==> src/rtl/stk_pkg.sv <==
package stk_pkg;

    typedef enum logic [1:0] {
        STK_NOP  = 2'b00,
        STK_PUSH = 2'b01,
        STK_POP  = 2'b10,
        STK_SWAP = 2'b11
    } stk_op_e;

endpackage

==> src/rtl/stk_index_ctrl.sv <==
module stk_index_ctrl
    import stk_pkg::*;
#(
    parameter int IDX_W = 4
) (
    input  stk_op_e          op,
    input  logic [IDX_W-1:0] tp,
    input  logic [IDX_W-1:0] ov,
    output logic [IDX_W-1:0] tp_n,
    output logic [IDX_W-1:0] ov_n,
    output logic             ovf,
    output logic             udf,
    output logic             wr_en,
    output logic [IDX_W-1:0] wr_idx,
    output logic             sw_en,
    output logic [IDX_W-1:0] below_idx
);

    localparam logic [IDX_W-1:0] ONE    = IDX_W'(1);
    localparam logic [IDX_W-1:0] FULL_N = {IDX_W{1'b1}};

    logic [IDX_W-1:0] depth;
    logic             is_empty;
    logic             is_full;
    logic             has_two;

    assign depth     = tp - ov;
    assign is_empty  = (depth == '0);
    assign is_full   = (depth == FULL_N);
    assign has_two   = !is_empty && (depth != ONE);
    assign wr_idx    = tp + ONE;
    assign below_idx = tp - ONE;

    always_comb begin
        tp_n  = tp;
        ov_n  = ov;
        ovf   = 1'b0;
        udf   = 1'b0;
        wr_en = 1'b0;
        sw_en = 1'b0;
        unique case (op)
            STK_PUSH: begin
                tp_n  = tp + ONE;
                wr_en = 1'b1;
                if (is_full) begin
                    ov_n = ov + ONE;
                    ovf  = 1'b1;
                end
            end
            STK_POP: begin
                if (is_empty) udf  = 1'b1;
                else          tp_n = tp - ONE;
            end
            STK_SWAP: begin
                if (has_two) sw_en = 1'b1;
                else         udf   = 1'b1;
            end
            default: ;
        endcase
    end

endmodule

==> src/rtl/stk_ring.sv <==
module stk_ring #(
    parameter int DATA_W     = 16,
    parameter int RING_DEPTH = 16,
    parameter int IDX_W      = $clog2(RING_DEPTH)
) (
    input  logic              clk,
    input  logic              rst,
    input  logic              wr_en,
    input  logic [IDX_W-1:0]  wr_idx,
    input  logic [DATA_W-1:0] wr_data,
    input  logic              sw_en,
    input  logic [IDX_W-1:0]  hi_idx,
    input  logic [IDX_W-1:0]  lo_idx,
    output logic [DATA_W-1:0] hi_data,
    output logic [DATA_W-1:0] lo_data
);

    logic [DATA_W-1:0] mem_q [RING_DEPTH];
    logic [DATA_W-1:0] mem_d [RING_DEPTH];

    assign hi_data = mem_q[hi_idx];
    assign lo_data = mem_q[lo_idx];

    always_comb begin
        for (int i = 0; i < RING_DEPTH; i++) begin
            mem_d[i] = mem_q[i];
        end
        if (wr_en) begin
            mem_d[wr_idx] = wr_data;
        end else if (sw_en) begin
            mem_d[hi_idx] = mem_q[lo_idx];
            mem_d[lo_idx] = mem_q[hi_idx];
        end
    end

    generate
        for (genvar g = 0; g < RING_DEPTH; g++) begin : g_cell
            always_ff @(posedge clk) begin
                if (rst) mem_q[g] <= '0;
                else     mem_q[g] <= mem_d[g];
            end
        end
    endgenerate

endmodule

==> src/rtl/stk_ring_stack.sv <==
module stk_ring_stack
    import stk_pkg::*;
#(
    parameter int DATA_W     = 16,
    parameter int RING_DEPTH = 16,
    parameter int IDX_W      = $clog2(RING_DEPTH)
) (
    input  logic              clk,
    input  logic              rst,
    input  logic              stall,
    input  logic              spill_en,
    input  logic [1:0]        op_i,
    input  logic [DATA_W-1:0] next_i,
    output logic [DATA_W-1:0] top_o,
    output logic [DATA_W-1:0] second_o,
    output logic              ovf_o,
    output logic              udf_o,
    output logic              spill_req_o,
    output logic              fill_req_o
);

    localparam logic [IDX_W-1:0] ONE = IDX_W'(1);

    typedef struct packed {
        logic [IDX_W-1:0] tp;
        logic [IDX_W-1:0] ov;
        logic             ovf;
        logic             udf;
    } ctl_state_t;

    ctl_state_t st_d, st_q;

    logic [IDX_W-1:0]  tp_q, ov_q, tp_n, ov_n, wr_idx, below_idx, depth_q;
    logic              ovf_n, udf_n, wr_req, sw_req;
    logic [DATA_W-1:0] hi_data, lo_data;

    assign tp_q    = st_q.tp;
    assign ov_q    = st_q.ov;
    assign depth_q = tp_q - ov_q;

    stk_index_ctrl #(.IDX_W(IDX_W)) u_idx (
        .op        (stk_op_e'(op_i)),
        .tp        (tp_q),
        .ov        (ov_q),
        .tp_n      (tp_n),
        .ov_n      (ov_n),
        .ovf       (ovf_n),
        .udf       (udf_n),
        .wr_en     (wr_req),
        .wr_idx    (wr_idx),
        .sw_en     (sw_req),
        .below_idx (below_idx)
    );

    stk_ring #(.DATA_W(DATA_W), .RING_DEPTH(RING_DEPTH), .IDX_W(IDX_W)) u_ring (
        .clk     (clk),
        .rst     (rst),
        .wr_en   (wr_req && !stall),
        .wr_idx  (wr_idx),
        .wr_data (next_i),
        .sw_en   (sw_req && !stall),
        .hi_idx  (tp_q),
        .lo_idx  (below_idx),
        .hi_data (hi_data),
        .lo_data (lo_data)
    );

    always_comb begin
        st_d = st_q;
        if (!stall) begin
            st_d.tp  = tp_n;
            st_d.ov  = ov_n;
            st_d.ovf = ovf_n;
            st_d.udf = udf_n;
        end
    end

    always_ff @(posedge clk) begin
        if (rst) st_q <= '0;
        else     st_q <= st_d;
    end

    assign top_o       = (depth_q != '0)  ? hi_data : '0;
    assign second_o    = (depth_q != '0 && depth_q != ONE) ? lo_data : '0;
    assign ovf_o       = st_q.ovf;
    assign udf_o       = st_q.udf;
    assign spill_req_o = st_q.ovf && spill_en;
    assign fill_req_o  = st_q.udf && spill_en;

endmodule

==> config.mk <==
export PLATFORM = sky130hd
export DESIGN_NAME = stk_ring_stack
export DESIGN_NICKNAME = d
export VERILOG_FILES = /design/src/rtl/stk_pkg.sv /design/src/rtl/stk_index_ctrl.sv /design/src/rtl/stk_ring.sv /design/src/rtl/stk_ring_stack.sv
export SDC_FILE = /design/constraint.sdc
export NUM_CORES = 1
export LEC_CHECK = 0
export BUFFER_PORTS_ARGS = -buffer_cell sky130_fd_sc_hd__buf_2
export CORE_MARGIN = 1.5
export CORE_UTILIZATION = 40
export DETAILED_ROUTE_END_ITERATION = 12
export SLEW_MARGIN = 15
export SYNTH_ARGS = -nofsm -noshare
export SYNTH_HDL_FRONTEND = slang
export SYNTH_SLANG_ARGS = --single-unit
==> constraint.sdc <==
create_clock -name clk -period 3.3 [get_ports clk]
set_input_delay 0.165 -clock clk [delete_from_list [all_inputs] [get_ports clk]]
set_output_delay 0.165 -clock clk [all_outputs]
set_load 0.05 [all_outputs]
Word-level counts from Yosys, hierarchy flattened
Memory sizes are Yosys's and may differ from the RTL's. A register that Yosys moved wholly into a read port is not among the register bits.
Cells that the tools add are included.
{ "op_classes": {"n_reduce_logical": 16, "n_addsub": 4, "n_mux": 44, "n_lt_le_gt_ge": 6, "eq_ne": 6, "bitwise": 20} }
{ "ops": {"columns": ["op", "count"], "rows": [
  ["$bwmux W256", 3],
  ["$mux W256", 2],
  ["$mux W16", 21],
  ["$demux W16 S4", 3],
  ["$or A1 B1 Y1", 16],
  ["$ge A5 B5 Y1 const B", 3],
  ["$lt A5 B1 Y1 const B", 3],
  ["$not A4 Y5", 3],
  ["$mux W4", 3],
  ["$mux W1", 10],
  ["$logic_and A1 B1 Y1", 9],
  ["$add A4 B1 Y4 const B", 2],
  ["$pmux W4 S2", 1],
  ["$reduce_and A3 Y1", 2],
  ["$eq A2 B2 Y1 const B", 2],
  ["$eq A4 B4 Y1 const B", 1],
  ["$logic_not A4 Y1", 1],
  ["$ne A4 B1 Y1 const B", 1],
  ["$reduce_bool A4 Y1", 1],
  ["$sub A4 B1 Y4 const B", 1],
  ["$sub A4 B4 Y4", 1],
  ["$eq A2 B1 Y1 const B", 1],
  ["$logic_not A1 Y1", 2],
  ["$ne A2 B2 Y1 const B", 1],
  ["3 further kinds", 3]
]} }
{ "totals": {"reg_bits": 10, "memories": 1, "inputBits": 22, "ramBits": 256, "word_cells": 101} }
{ "mem_list": {"columns": ["name", "depth", "width", "read_ports", "rd_ports_with_merged_regs", "write_ports", "line_no", "rtl"], "rows": [
  ["u_ring.mem_q", 16, 16, 18, 1, 16, "stk_ring.sv:18", "logic [DATA_W-1:0] mem_q [RING_DEPTH];"]
]} }

Longest topological paths before layout
{ "logic_depth": {"depth_word": 10, "mapped_depth": 14} }

Modules after synthesis
A second synthesis with hierarchy kept.
{ "unflattened": {"cells_unflattened": 3745, "area_unflattened_um2": 28378.5} }
{ "by_module_without_submodules": {"columns": ["module", "cells_per_inst", "area_each_um2", "n_inst", "seq_area_each_um2"], "rows": [
  ["stk_ring", 3574, 27010.9, 1, 5124.9],
  ["stk_ring_stack", 87, 759.5, 1, 200.2],
  ["stk_index_ctrl", 84, 608.1, 1, 0.0]
]} }

Worst setup path before layout
No wires, ideal clock.
{ "synth_path": {"path_type": "flip-flop to output port", "start": "register st_q (netlist bit tp_q[0])", "end": "output port second_o[13]", "t_required_ns": 3.135, "slack_ns": -0.279, "t_arrival_ns": 3.414, "path_stages_with_launch": 13, "path_buffers": 5, "path_cell_list": "dfxtp_1 > buf_4 > buf_4 > inv_1 > ha_1 > buf_2 > clkbuf_1 > mux4_2 > inv_1 > o22ai_1 > clkbuf_1 > nor2_1 > nor2_1"} }
{ "synth_between": {"word_cells_on_any_way": 7, "cone_classes": "add/sub (2); eq/ne (1); mux (1); reduce/logical (2); memory (1)"} }
{ "synth_rtl": {"columns": ["element", "line_no", "rtl"], "rows": [
  ["from (decl)", "stk_ring_stack.sv:31", "ctl_state_t st_d, st_q;"],
  ["from (signal assigned)", "stk_ring_stack.sv:80", "else st_q <= st_d;"],
  ["$sub A4 B1 Y4", "stk_index_ctrl.sv:32", "assign below_idx = tp - ONE;"],
  ["via below_idx[0]", "stk_ring_stack.sv:33", "logic [IDX_W-1:0] tp_q, ov_q, tp_n, ov_n, wr_idx, below_idx, depth_q;"],
  ["$mem_v2 Z16 W16", null, null],
  ["$mux W16", "stk_ring_stack.sv:84", "assign second_o = (depth_q != '0 && depth_q != ONE) ? lo_data : '0;"],
  ["to (decl)", "stk_ring_stack.sv:15", "output logic [DATA_W-1:0] second_o,"]
]} }
The timed path passes the listed nets, and every way through them passes these cells.

Worst setup path after layout
{ "layout_path": {"start": "register st_q (netlist bit tp_q[0])", "end": "output port second_o[2]"} }
The elaborated chain is that of the path after synthesis.

==> impl_summary.md <==
GRT
The initial antenna violation count is 2. The maximum number of pins on one net before global-route repair is 99. Global routing finished with a remaining overflow of 0.

The global-route wire length before repair is 142000 um. The via count of the first global-routing pass is 21900. Global routing used 37.8% of the available tracks.

Pwr
Summed over all cells, the static leakage comes to 6.56 nW. The maximum vdd drop is 0.323 mV. The clock network fraction of total power is 36.0%. Summed over all nets, the switching power comes to 0.00419 W. Power spread over the standard cell area amounts to 462 nW/um^2. Of the total power, the share spent switching nets is 38.0%.

Internal power comes to 0.00683 W. Combinational logic burns 32.4% of the power. The sequential share of power is 31.6%.

Timing
Clock skew on the completed layout was measured at 40.2 ps. In this run the tightest slew margin relative to its limit is 40.5%. At the pin with the least slew margin, the transition time is 890 ps. The maximum clock frequency is 308 MHz.

The count of endpoints failing hold in the final timing report is 0. The clock period could shrink to 3240 ps. The worst path uses 98.3% of the clock period.

Setup violations remaining at the end of the flow were counted as 0. On the final layout, the worst hold slack is 75.7 ps. The max-slew violation count is 0.

Synthesis
In the synthesized netlist the dominant register cell turns out to be dfxtp_1. In the synthesized netlist, the cells that appear most often are 370 x nor2_1, 270 x dfxtp_1, 259 x o21ai_0. The most numerous cell in the Yosys netlist is nor2_1. The synthesized netlist devotes 35.5% of its cell area to compound gates.

The average cell area after synthesis is 8.66 sq um. The synthesized design contains 270 register bits. The synthesized netlist devotes 11.2% of its cell area to simple gates. By area, the combinational part of the netlist is dominated by compound AO/OA/AOI/OAI gates. Sorting the synthesized cells by area gives the leading types as dfxtp_1 27%, mux4_2 15%, a311oi_1 11%, o32a_1 9.8%, nor2_1 7.1%. The count of warnings emitted by yosys is 0. Of the post-synthesis cell area, the part taken by muxes is 16.5%. The instance count of the mapped netlist is 2274. The post-synthesis instance area is 19700 sq um. The xor-xnor portion of the synthesized cell area is 0.400%. The top cell type by area accounts for 27.4% of the synthesized area. The sequential share of the synthesized area is 27.4%.

The adder-cell share of the synthesized area is 0.991%. The share of flip-flops with an asynchronous set or reset is 0%. The post-synthesis net count is 2311.

The synthesized netlist contains 64 unique library cells. The biggest area contributor in the post-synthesis netlist is dfxtp_1. The number of synthesized flops with an enable pin is 0.

Critical path
The worst path required time is 3130 ps. STA classifies the critical path endpoint as a primary output. The critical path in this run is classified as reg2out. The startpoint type of the worst setup path is a register. The critical-path maximum fanout is 20. The arrival time of the worst setup path is 3080 ps.

Place
Including well taps, the total number of placed cells is 2914. The congestion estimate from routability-driven global placement came to 0.957. The HPWL after detailed placement is 59600 um. Buffers placed on the I/O ports in this run total 57.

Drt
The wire length reported by the detailed router is 98100 um. After detailed routing, the number of vias per cell comes to 7.45. The DRC marker count from the first detailed-route iteration is 3745. After detailed routing, the number of remaining DRC violations is 0. The total length of routed met2 wires is 41000 um. The number of detailed-route iterations in the first pass is 7.

The count of nets left with antenna violations after detail routing is 0. The met1 layer wirelength in the final routing is 34300 um. The highest layer touched by signal routing is met4.

The total number of vias is 22400. The routed wire length on met3 is 15200 um. After detailed routing, the average wire length per cell comes to 32.7 um.

Floorplanning
The die outline width is 225 um. For this design the top-level I/O count stands at 58. The die covers 50600 sq um. The initial core utilization is 40.4%.

The core box area is 48700 sq um. The floorplan has 81 rows. The die is 225 um tall.

Final layout
The share of layout cells above drive strength 1 is 27.2%. The area growth from synthesis to layout is 21.1%. The final cell count without fillers is 3002. At the end of the flow, the number of nets in the layout was 2350. The repair_antennas step left the layout with diodes totalling 0.

Worst hold path
The worst hold path belongs to the class in2reg.

Clock network
The deepest clock path buffer count is 3. The clock root buffer master is clkbuf_16. The number of hold-repair buffers added at the cts stage is 0. The clock tree from TritonCTS is built. The CTS buffer count is 35. Clock-pin slew was measured on the worst setup and hold paths at 60 ps. The clock latency at the later pin of the worst-skew pair is 590 ps. The H-tree generated during clock tree synthesis spans 2 levels. The TritonCTS sink count is 270.

Status
The flow ran to the end, and the final reports show no timing, DRC or antenna violations.

Run
The count of maximum capacitance violations is 0.
==> cells in the final DEF, fill, tap and decap left out, types with 10 or more instances in the layout <==
master / instances
o22ai_2: 15
o22a_1: 32
a311oi_1: 254
inv_1: 75
nand3_1: 44
nand2_1: 39
o21ai_1: 21
o21ai_0: 259
buf_12: 33
o221a_2: 15
mux2_2: 17
a211oi_1: 19
nor2_1: 344
o32a_1: 192
clkbuf_8: 11
mux4_2: 128
clkbuf_16: 38
buf_4: 215
nor2_2: 10
ha_1: 12
a21oi_1: 14
buf_2: 50
nor2_4: 18
dfxtp_1: 265
mux2i_1: 17
o22ai_1: 10
nand2b_1: 18
==> area by class of cell <==
class,instances,area (sq um)
multi-input cells,1617,13400
clock buffers,52,1030
fillers,4563,24900
flip-flops and latches,270,5420
well taps,664,831
clock inverters,10,120
repair buffers,313,2770
inverters,76,285
==> timing repair <==
item / in CTS / in global routing
cloned: 1 / 3
setup endpoints to repair: 28 / 30
gates resized for setup: 34 / 30
buffers inserted: 6 / 16
endpoints found under the hold margin: 0 / 0
pin swaps: 3 / 5
==> flip-flops by register name (all words and copies together), names as in the netlist, named ones only <==
signal        flops
ovf_o             1
tp_q              4
ov_q              4
u_ring.mem_q    256
udf_o             1
==> critical path, cell delays in order, from the launching register on <==
cell      delay, ps
dfxtp_4         340
inv_2            40
buf_6           120
ha_4            180
buf_4           160
nand2b_1        150
o21ai_4         100
a32oi_4         230
buf_4           380
o22ai_4         180
nor2_4          210
buf_4           160
nor2_4           30
buf_2           210
==> stage by stage <==
stage                     setup WS (ps)  setup TNS (ps)  cell area, sq um  total power [W]  util (%)
after floorplan                   -63.7           -63.7             19800          0.00522         -
after global placement             -105           -1030             22000          0.00658      45.2
after detailed placement          -19.9           -19.9             22100          0.00661      45.2
after CTS                         -13.4           -13.4             23500           0.0106      48.2
after global routing              -16.9           -57.7             23900           0.0112      48.9
final                              57.7               0             23900           0.0110      48.9
==> power groups by stage <==
stage / logic [W] / registers [W] / clock network, W
floorplan: 0.00173 / 0.00349 / 0
global placement: 0.00304 / 0.00354 / 0
detailed placement: 0.00306 / 0.00355 / 0
CTS: 0.00320 / 0.00347 / 0.00394
global route: 0.00362 / 0.00349 / 0.00407
finish: 0.00356 / 0.00348 / 0.00397
==> path summary, 6_finish.rpt <==
kind | startpoint | endpoint | slack, ps | cells after the start
max reg2reg | tp_q[0] | u_ring.mem_q[9][9] | 190 | 12
min | stall | ovf_o | 80 | 3
max | tp_q[0] | second_o[2] | 60 | 13
min reg2reg | u_ring.mem_q[13][13] | u_ring.mem_q[13][13] | 510 | 2
==> layer usage <==
metal	vias up	track usage (%)
met5	-	0
met4	0	25.9
met3	534	14.7
met2	2000	54.5
met1	10700	46.3
li1	9112	-
==> cells by family (layout without fill, tap and decap cells) <==
| kind of cell | count (synthesis) | count (layout) |
|---|---|---|
| simple gates | 526 | 526 |
| buf+inv | 387 | 451 |
| flops | 270 | 270 |
| fa+ha+maj | 15 | 15 |
| compound gates | 905 | 905 |
| xor+xnor | 9 | 9 |
| mux | 162 | 162 |
Power figures use the tool's default switching activity.
